### src/rtl/dbg_event_unit.sv
module dbg_event_unit #(
  parameter int AW = 32
) (
  input  logic          clk,
  input  logic          rst_n,
  input  logic          dbg_en,
  input  logic          ctl_brt_en,
  input  logic          ctl_icmp_en,
  input  logic          ins_valid,
  input  logic          ins_branch,
  input  logic          ins_taken,
  input  logic          ins_xsupp,
  input  logic          ins_syscall,
  input  logic [AW-1:0] ins_pc,
  input  logic          hi_pri_exc,
  input  logic          sts_wr,
  input  logic [1:0]    sts_wdata,
  input  logic          irq_ack,
  output logic [1:0]    sts,
  output logic          dbg_irq,
  output logic          suppress,
  output logic [AW-1:0] ret_addr
);
  localparam logic [AW-1:0] WORD = AW'(4);

  logic          brt_hit, icmp_hit, fire, take;
  logic [AW-1:0] pc_al, tgt;
  logic [1:0]    clr;

  assign pc_al    = {ins_pc[AW-1:2], 2'b00};
  assign brt_hit  = ins_valid & dbg_en & ctl_brt_en & ins_branch & ins_taken;
  assign icmp_hit = ins_valid & dbg_en & ctl_icmp_en & ~brt_hit
                  & (~ins_xsupp | ins_syscall);
  assign fire     = (brt_hit | icmp_hit) & ~hi_pri_exc;
  assign take     = fire & (~dbg_irq | irq_ack);
  assign tgt      = brt_hit ? pc_al : pc_al + WORD;
  assign clr      = sts_wr ? sts_wdata : 2'b00;
  assign suppress = brt_hit;

  always_ff @(posedge clk) begin
    if (!rst_n) begin
      sts      <= 2'b00;
      dbg_irq  <= 1'b0;
      ret_addr <= '0;
    end else begin
      sts     <= (sts & ~clr) | {icmp_hit, brt_hit};
      dbg_irq <= fire | (dbg_irq & ~irq_ack);
      if (take) ret_addr <= tgt;
    end
  end
endmodule


### config.mk
export PLATFORM = sky130hd
export DESIGN_NAME = dbg_event_unit
export DESIGN_NICKNAME = d
export VERILOG_FILES = /design/src/rtl/dbg_event_unit.sv
export SDC_FILE = /design/constraint.sdc
export NUM_CORES = 1
export LEC_CHECK = 0
export BUFFER_PORTS_ARGS = -buffer_cell sky130_fd_sc_hd__buf_2
export CAP_MARGIN = 20
export CORE_UTILIZATION = 50
export CTS_CLUSTER_DIAMETER = 50
export DETAILED_ROUTE_END_ITERATION = 10
export GPL_ROUTABILITY_DRIVEN = 0
export PLACE_DENSITY = 0.92
export SLEW_MARGIN = 25
export SYNTH_ARGS = -nofsm -noshare
export SYNTH_HDL_FRONTEND = slang
export SYNTH_SLANG_ARGS = --single-unit
### constraint.sdc
create_clock -name clk -period 3.7 [get_ports clk]
set_clock_uncertainty 0.05 [all_clocks]
set_input_delay 1.11 -clock clk [delete_from_list [all_inputs] [get_ports clk]]
set_output_delay 1.11 -clock clk [all_outputs]
set_load 0.005 [all_outputs]
==> run metrics, run 1 <==
critical path capture point type primary output; commonest non-fill, non-tap cell in the layout buf_2; global-route wire length before repair 7521 um; Crit path required time about 2500 ps; cells after synthesis 220; Power Density 301.4 nW/um^2; Final setup viols 0; worst relative slew slack 59.96%; most frequent CP cell buf_2; Root Driver clkbuf_4; minimum clock period 2924 ps; Fin. Hold Viols 0; Core Region 3416 um^2; CP Data Arrival Time 1760 ps; Synth Area in XOR/XNOR 12.92%; RSZ-0062 raised after global routing no; hold crit path type reg2reg; Vias around 1900; DIE AREA 3907 um^2; initial core utilization 53.59%; clock insertion delay at the later pin of the skew report 330 ps; CP top delay family simple AND/OR/NAND/NOR gates; DRT Pass-1 Iters 4; PortBufs 78; fillers 302; pin count of the biggest net entering global routing 60; number of library cell types mapped by synthesis 34; Setup TNS 0 ps; WP buf/inv 2; Critical-path top delay cell nor2_1; post-CTS setup buffer count 0; initial drt markers 86; CP max FO 5; dpl ws 790.2 ps; post-layout net count about 340; Final Cycle Share 79.03%; CP max stage delay approximately 300 ps; FP Rows 21; worst setup slack after layout just under 800 ps; htree depth 2; post-DR wirelength/cell 13.16 um; maximum clock path buffer count 2; grt total ovfl 0; number of global-route vias before repair 1730; n_diodes 0; TritonCTS clock tree built; Routed Antenna Nets 0; simple-gate share of the synthesized area 22.83%; Die Span Y 62.51 um; CP Launch Type primary input; Synth area leaders dfxtp_1, xor2_1, o21ai_0, a21oi_1, nand4_1; Synth warnings 0; Crit Path Category in2out; peak supply drop 0.0002060 V; outcome complete, no violations; post-synthesis compound-gate area fraction 22.21%; Final Slew Violations 0; clk slew on worst S/H paths 90 ps; Max Cap Violations 0; Seq/Total Area, Yosys 36.09%; DRC errors left 0; overall routing resource usage 24.02%; leakage 1.060 nW; Multi-input gate area around 1100 um^2; Syn Area/Cell 8.320 um^2; CTS Sinks 33; Seq. cell area 660.6 um^2; CP cell instances buf_2 -> nand3_1 -> nor2_1 -> buf_2; Chip Width roughly 63 um; most frequent cells in the layout buf_2, dfxtp_1, o21ai_0, a21oi_1, xor2_1; post_cts resized 0; drt via density 5.499; TritonCTS Buffers 5; post-synth top area share 36.09%; Worst Setup SP ctl_brt_en; Ports 83; reg-to-reg startpoint dbg_irq; Layout Area Growth over Synthesis 25.22%; Post-Syn Area about 1800 um^2; initial antenna violation count 0; largest family of logic cells by synthesized area simple AND/OR/NAND/NOR gates; hold_buf cts 0; Synth Area in Adders 0.6835%; Seq cells post-synth 33; Least-Margin Pin Slew just under 600 ps; share of cells above drive strength 1 31.86%; top cell type by total area after synthesis dfxtp_1; routed wire length ~4500 um; final hold slack approximately 450 ps; Max Fclk 342.0 MHz; mux contribution to synthesized area less than 1%; Post-DP HPWL 3215 um; Power, Total 0.6909 mW; Min-Delay Startpoint ret_addr[6]
==> cells in the mapped netlist <==
cell type  instances
a2111oi_4          1
clkbuf_1           6
nand4_1           16
conb_1             1
or3_1              2
a21oi_1           24
buf_2              6
and4_2             1
and3_1             4
xnor2_1            4
nor4_2             1
buf_4              2
nor3_1             3
inv_1              4
ha_1               1
a211oi_1           1
nor2b_1            4
nand3_1           13
nor4_4             1
o211ai_1           1
o21a_1             3
nand2_1           15
nor2_1             6
mux2i_1            1
a31oi_1            2
o2111ai_1          1
and3_2             1
o211a_1            5
o21ai_0           30
and4_1             2
xor2_1            23
nand4b_2           1
dfxtp_1           33
nand4_2            1
==> area by class of cell <==
cell class	instances	share of cell area [%]
Inverter	4	0.6550
Timing Repair Buffer	81	18.01
Multi-Input combinational cell	170	47.60
Tap cell	46	2.511
Clock buffer	7	2.402
Sequential cell	33	28.82
==> worst register-to-register path, delay by kind of cell, from the launching register on <==
kind,cells,cell delay [ps]
simple gates,2,220
mux,1,240
compound gates,1,310
buf+inv,1,470
flops,1,320
==> logic make-up (layout without fill, tap and decap cells) <==
kind of cell	Yosys count	in the layout
flip-flops	33	33
buffers and inverters	18	92
AO/OA/AOI/OAI	68	68
other	1	2
adder cells (fa/ha/maj)	1	1
AND/OR/NAND/NOR	71	71
XOR/XNOR	27	27
multiplexers	1	1
==> path summary, 6_finish.rpt <==
kind,to,slack (ps),cells past startpoint
hold reg to reg,ret_addr[6],450,1
hold / removal,ret_addr[6],450,1
setup reg to reg,ret_addr[2],1990,5
setup / recovery,suppress,780,4
==> state kept, by name, summed over array words and instances, names as in the netlist <==
signal and count:
dbg_irq 1, ret_addr 30, sts 2
==> stage by stage <==
stage	instances	util, %	cell area [um^2]
2_1_floorplan	221	-	1834
3_3_place_gp	334	65.49	2237
3_5_place_dp	334	65.49	2237
4_1_cts	341	67.11	2292
5_1_grt	341	67.11	2292
6_report	341	67.11	2292
==> where the power goes <==
group	switching, mW	total, mW	internal, mW
sequential	0.00541	0.373	0.367
combinational	0.0644	0.113	0.0486
clock	0.115	0.205	0.0896
total	0.185	0.691	0.506
==> routing by layer <==
layer  part of all wire [%]  track usage (%)  wire [um]  vias up
met4                   0.91            9.302         41        0
met3                    5.5            6.022        247        4
li1                       -                -          -      946
met1                     45            28.02       2008      859
met2                     49            41.85       2190       66
met5                      0                0          0        -
(Power assumes the default switching activity.)
==> run 2, diff against run 1 <==
--- a/config.mk
+++ b/config.mk
@@ -5,13 +5,14 @@
 export SDC_FILE = /design/constraint.sdc
 export NUM_CORES = 1
 export LEC_CHECK = 0
+export ABC_AREA = 1
 export BUFFER_PORTS_ARGS = -buffer_cell sky130_fd_sc_hd__buf_2
 export CAP_MARGIN = 20
-export CORE_UTILIZATION = 50
+export CORE_UTILIZATION = 49
 export CTS_CLUSTER_DIAMETER = 50
 export DETAILED_ROUTE_END_ITERATION = 10
 export GPL_ROUTABILITY_DRIVEN = 0
-export PLACE_DENSITY = 0.92
+export PLACE_DENSITY = 0.88
 export SLEW_MARGIN = 25
 export SYNTH_ARGS = -nofsm -noshare
 export SYNTH_HDL_FRONTEND = slang
==> constraint.sdc (replaced) <==
create_clock -name clk -period 2.9 [get_ports clk]
set_clock_uncertainty 0.05 [all_clocks]
set_input_delay 0.87 -clock clk [delete_from_list [all_inputs] [get_ports clk]]
set_output_delay 0.87 -clock clk [all_outputs]
set_load 0.005 [all_outputs]
==> run metrics, run 2 <==
R2R depth 8 (was 5); Root Driver clkbuf_8 (was clkbuf_4); final hold slack 410.9 ps (was 451.9 ps); most frequent cells in the layout nand2_1, buf_2, nor2_1, inv_1, dfxtp_1 (was buf_2, dfxtp_1, o21ai_0, a21oi_1, xor2_1); global-route wire length before repair 9687 um (was 7521 um); Worst Setup SP ctl_brt_en (unchanged); initial core utilization 50.75% (was 53.59%); Chip Width 69.15 um (was 62.51 um); Layout Area Growth over Synthesis 21.74% (was 25.22%); critical path capture point type primary output (unchanged); Synth area leaders dfxtp_1, nand2_1, nor2_1, inv_1, nand3_1 (was dfxtp_1, xor2_1, o21ai_0, a21oi_1, nand4_1); Power Density 366.9 nW/um^2 (was 301.4 nW/um^2); clk slew on worst S/H paths 70 ps (was 90 ps); Final setup viols 0 (unchanged); dominant cell by count in the synthesized netlist nand2_1 (was dfxtp_1); worst setup slack after layout 615.4 ps (was 775.9 ps); top cells by count, synth nand2_1, nor2_1, inv_1, dfxtp_1, nand3_1 (was dfxtp_1, o21ai_0, a21oi_1, xor2_1, nand4_1); post-synth top area share 29.90% (was 36.09%); max reg flops 30 (unchanged); post-CTS setup buffer count 0 (unchanged); Max Cap Violations 0 (unchanged); Post-DP HPWL 4295 um (was 3215 um); DIE AREA 4782 um^2 (was 3907 um^2); Post-Syn Area 2210 um^2 (was 1831 um^2); Final Cycle Share 78.78%; CP Data Arrival Time 1360 ps (was 1760 ps); R2R Setup Slk 1360 ps (was 1990 ps); post-layout net count 476 (was 343); TritonCTS Buffers 5 (unchanged); peak supply drop 0.0001361 V (was 0.0002060 V); placed cells 473 (was 334); hold_buf cts 0 (unchanged); ys async rst share 0% (unchanged); FP Rows 24 (was 21); PortBufs 78 (unchanged); fin cells 481 (was 341); hold crit path type reg2reg (unchanged); commonest non-fill, non-tap cell in the layout nand2_1 (was buf_2); leakage 1.404 nW (was 1.060 nW); post_cts resized 0 (unchanged); Fin. Hold Viols 0 (unchanged); Crit Path Category in2out (unchanged); top cell type by total area after synthesis dfxtp_1 (unchanged); share of cells above drive strength 1 24.01% (was 31.86%); Routed Antenna Nets 0 (unchanged); cells after synthesis 352 (was 220); TritonCTS clock tree built (unchanged); Seq/Total Area, Yosys 29.90% (was 36.09%); Syn Area/Cell 6.277 um^2 (was 8.320 um^2); outcome complete, no violations (unchanged); Max Fclk 437.7 MHz; DRT Pass-1 Iters 4 (unchanged); Setup TNS 0 ps (unchanged); Core Region 4354 um^2 (was 3416 um^2); largest register by flop count ret_addr (unchanged); n_diodes 0 (unchanged); reg-to-reg startpoint dbg_irq (unchanged); drt via density 5.131 (was 5.499); Final Slew Violations 0 (unchanged); Min-Delay Startpoint sts[0] (was ret_addr[6]); number of global-route vias before repair 2296 (was 1730); Reg-to-Reg End ret_addr[7] (was ret_addr[2]); CTS Sinks 33 (unchanged); largest registers ret_addr (30), sts (2), dbg_irq (1) (unchanged); dpl ws 437.2 ps (was 790.2 ps); pin count of the biggest net entering global routing 33 (was 60); Die Span Y 69.15 um (was 62.51 um); grt total ovfl 0 (unchanged); EDFF count, synth 0 (unchanged); number of library cell types mapped by synthesis 31 (was 34); CP Launch Type primary input (unchanged); minimum clock period 2285 ps; initial antenna violation count 0 (unchanged); Top FF cell, synth dfxtp_1 (unchanged); Vias 2468 (was 1875); maximum clock path buffer count 2 (unchanged); Seq cells post-synth 33 (unchanged); Synth warnings 0 (unchanged); post-DR wirelength/cell 11.49 um (was 13.16 um); Hold Path Depth 2 (was 1); RSZ-0062 raised after global routing no (unchanged); initial drt markers 152 (was 86); overall routing resource usage 24.57% (was 24.02%); htree depth 2 (unchanged); CP max FO 2 (was 5); clock insertion delay at the later pin of the skew report 290 ps (was 330 ps); Worst Hold Endpoint sts[0] (was ret_addr[6]); Crit path required time 1980 ps (was 2540 ps); routed wire length 5526 um (was 4489 um); Ports 83 (unchanged); DRC errors left 0 (unchanged)
[run 2: cell types whose count changed in the layout (fill, tap and decap cells not counted), sizes merged, moves of 4 or more]
| cell | previous run | this run |
|---|---|---|
| and3 | 5 | 0 |
| inv | 4 | 37 |
| nand2 | 15 | 110 |
| nand3 | 13 | 25 |
| nand4 | 17 | 7 |
| nor2 | 6 | 45 |
| nor2b | 4 | 0 |
| o211a | 5 | 0 |
| o21a | 3 | 10 |
| o21ai | 30 | 20 |
| xor2 | 23 | 10 |
[run 2: metal layers]
layer  track usage [%]  up-vias  routed length [um]
met5                 0        -                   0
met4             8.844        0                 104
met3             5.702       13                 421
met2             39.70       91                2572
met1             31.93     1095                2428
li1                  -     1269                   -
[run 2: worst max-delay path, stage by stage]
cell	delay [ps]
buf_2	90
nand3_1	70
nor2_1	180
buf_2	160
[run 2: worst max path at each step]
stage          slack (ps)           end
6_report              620      suppress
5_1_grt               540      suppress
4_1_cts               600      suppress
3_5_place_dp          440  ret_addr[11]
3_3_place_gp          500  ret_addr[19]
2_1_floorplan         740      suppress
[run 2: area by class of cell]
class / instances / area, um^2
Fill cell: 420 / 1664
Multi-Input combinational cell: 269 / 1325
Sequential cell: 33 / 660.6
Timing Repair Buffer: 81 / 412.9
Inverter: 38 / 143.9
Clock buffer: 6 / 72.57
Tap cell: 52 / 65.06
Clock inverter: 2 / 10.01
[run 2: logic make-up (layout without fill, tap and decap cells)]
kind of cell	after synthesis	in the layout	synth area share, %
adder cells (fa/ha/maj)	1	1	0.5662
AND/OR/NAND/NOR	195	195	38.50
buffers and inverters	51	127	10.30
AO/OA/AOI/OAI	57	57	15.01
XOR/XNOR	14	14	5.549
flip-flops	33	33	29.90
other	1	2	0.1697
[run 2: per-stage QoR]
step / util [%] / instance area [um^2] / power [mW]
finish: 61.78 / 2690 / 0.9870
global route: 61.78 / 2690 / 1.037
CTS: 61.78 / 2690 / 0.9937
global placement: 59.89 / 2608 / 0.6530
floorplan: - / 2213 / 0.5816
detailed placement: 59.89 / 2608 / 0.6567
[run 2: power breakdown]
group / total [mW] / internal, mW / switching [mW]
Clock: 0.339 / 0.166 / 0.172
Sequential: 0.478 / 0.470 / 0.00733
Combinational: 0.171 / 0.0704 / 0.100
==> run 3, diff against run 2 <==
==> constraint.sdc (replaced) <==
create_clock -name clk -period 2.27 [get_ports clk]
set_clock_uncertainty 0.05 [all_clocks]
set_input_delay 0.681 -clock clk [delete_from_list [all_inputs] [get_ports clk]]
set_output_delay 0.681 -clock clk [all_outputs]
set_load 0.005 [all_outputs]
==> run metrics, run 3 (synthesis results as in run 2) <==
outcome complete, no violations (unchanged); post_cts resized 0 (unchanged); maximum clock path buffer count 2 (unchanged); Ports 83 (unchanged); Root Driver clkbuf_8 (unchanged); Vias 2509 (was 2468); WP buf/inv 3 (was 2); fin cells 482 (was 481); Critical-path top delay cell nor2_1 (unchanged); pin count of the biggest net entering global routing 34 (was 33); Final setup viols 0 (unchanged); R2R Setup Slk 860 ps (was 1360 ps); grt total ovfl 0 (unchanged); minimum clock period around 2000 ps; critical path capture point type primary output (unchanged); initial antenna violation count 0 (unchanged); clock insertion delay at the later pin of the skew report 290 ps (about the same); CP Data Arrival Time 1300 ps (was 1360 ps); CP max FO 11 (was 2); Core Region 4354 um^2 (unchanged); CP top delay family buffers and inverters (unchanged); drt via density 5.205 (was 5.131); DRC errors left 0 (unchanged); htree depth 2 (unchanged); global-route wire length before repair 9646 um (was 9687 um); PortBufs 78 (unchanged); max reg flops 30 (unchanged); TritonCTS clock tree built (unchanged); initial core utilization 50.75% (unchanged); commonest non-fill, non-tap cell in the layout nand2_1 (unchanged); Setup TNS 0 ps (unchanged); Die Span Y 69.15 um (unchanged); largest registers ret_addr (30), sts (2), dbg_irq (1) (unchanged); TritonCTS Buffers 5 (unchanged); largest register by flop count ret_addr (unchanged); Seq. cell area 660.6 um^2 (unchanged); Min-Delay Startpoint ret_addr[4] (was sts[0]); Final Slew Violations 0 (unchanged); Max Fclk 491.4 MHz; DIE AREA 4782 um^2 (unchanged); Multi-input gate area 1325 um^2 (unchanged); most frequent cells in the layout nand2_1, buf_2, nor2_1, inv_1, dfxtp_1 (unchanged); Layout Area Growth over Synthesis 24.75% (was 21.74%); fillers 411 (was 420); Crit Path Category in2out (unchanged); Routed Antenna Nets 0 (unchanged); Final Cycle Share 89.64%; Worst Setup SP ctl_brt_en (unchanged); DRT Pass-1 Iters 5 (was 4); Chip Width 69.15 um (unchanged); post-CTS setup buffer count 0 (unchanged); post-DR wirelength/cell 11.86 um (was 11.49 um); Final Cell Area 2756 um^2 (was 2690 um^2); initial drt markers 155 (was 152); clk slew on worst S/H paths 70 ps (about the same); Post-DP HPWL 4359 um (was 4295 um); n_diodes 0 (unchanged); leakage 1.428 nW (was 1.404 nW); hold_buf cts 0 (unchanged); CP Launch Type primary input (unchanged); overall routing resource usage 24.78% (was 24.57%); peak supply drop 0.0002386 V (was 0.0001361 V); CP cell instances buf_2 -> nand3_1 -> nor2_1 -> buf_12 -> buf_2 (was buf_2 -> nand3_1 -> nor2_1 -> buf_2); FP Rows 24 (unchanged); RSZ-0062 raised after global routing no (unchanged); CP max stage delay 180 ps (about the same); most frequent CP cell buf_2 (unchanged); hold crit path type reg2reg (unchanged); CTS Sinks 33 (unchanged); reg-to-reg startpoint dbg_irq (unchanged); Power Density 512.3 nW/um^2 (was 366.9 nW/um^2); placed cells 474 (was 473); number of global-route vias before repair 2347 (was 2296); Fin. Hold Viols 0 (unchanged); Post-DP Area 2640 um^2 (was 2608 um^2); routed wire length 5717 um (was 5526 um); share of cells above drive strength 1 24.19% (was 24.01%); Max Cap Violations 0 (unchanged); Crit path required time 1540 ps (was 1980 ps); post-layout net count 477 (was 476)
==> run 3: cell types whose count changed in the layout (fill, tap and decap cells not counted), sizes merged <==
cell    before  now
buf         81   82
bufinv       0    1
clkbuf       6    7
clkinv       3    1
==> run 3: tightest hold or removal path: stages, from the launching register on <==
cell and delay, ps:
dfxtp_1 310, nand2_1 60, a21oi_1 50
==> run 3: metal layers <==
| metal | wire length [um] | vias up | GRT usage [%] |
|---|---|---|---|
| li1 | - | 1271 | - |
| met1 | 2498 | 1120 | 29.34 |
| met2 | 2652 | 101 | 41.86 |
| met3 | 419 | 17 | 6.871 |
| met4 | 146 | 0 | 10.43 |
| met5 | 0 | - | 0 |
==> run 3: path summary, 6_finish.rpt <==
path,cells past startpoint,endpoint
hold reg to reg,2,ret_addr[4]
setup / recovery,5,suppress
hold / removal,2,ret_addr[4]
setup reg to reg,8,ret_addr[7]
==> run 3: stage by stage <==
| stage | total power [mW] | utilization, % | hold WS, ps | worst slack, ps |
|---|---|---|---|---|
| floorplan | 0.7431 | - | 409.7 | 431.2 |
| global placement | 0.8378 | 60.63 | 403.9 | 171.3 |
| detailed placement | 0.8441 | 60.63 | 406.2 | 122.1 |
| CTS | 1.422 | 63.30 | 416.7 | 245.4 |
| global route | 1.473 | 63.30 | 435.4 | 161.2 |
| finish | 1.412 | 63.30 | 415.3 | 235.1 |
==> run 3: where the power goes <==
group | internal [mW] | total (mW) | switching, mW
Combinational | 0.0926 | 0.224 | 0.131
Sequential | 0.601 | 0.610 | 0.00913
Clock | 0.358 | 0.578 | 0.220
Total | 1.05 | 1.41 | 0.361
==> run 3: cell type report <==
type                            instances  area share [%]
Clock buffer                            7           3.132
Clock inverter                          1           1.089
Inverter                               38           5.220
Multi-Input combinational cell        269           48.07
Sequential cell                        33           23.97
Tap cell                               52           2.360
Timing Repair Buffer                   82           16.16
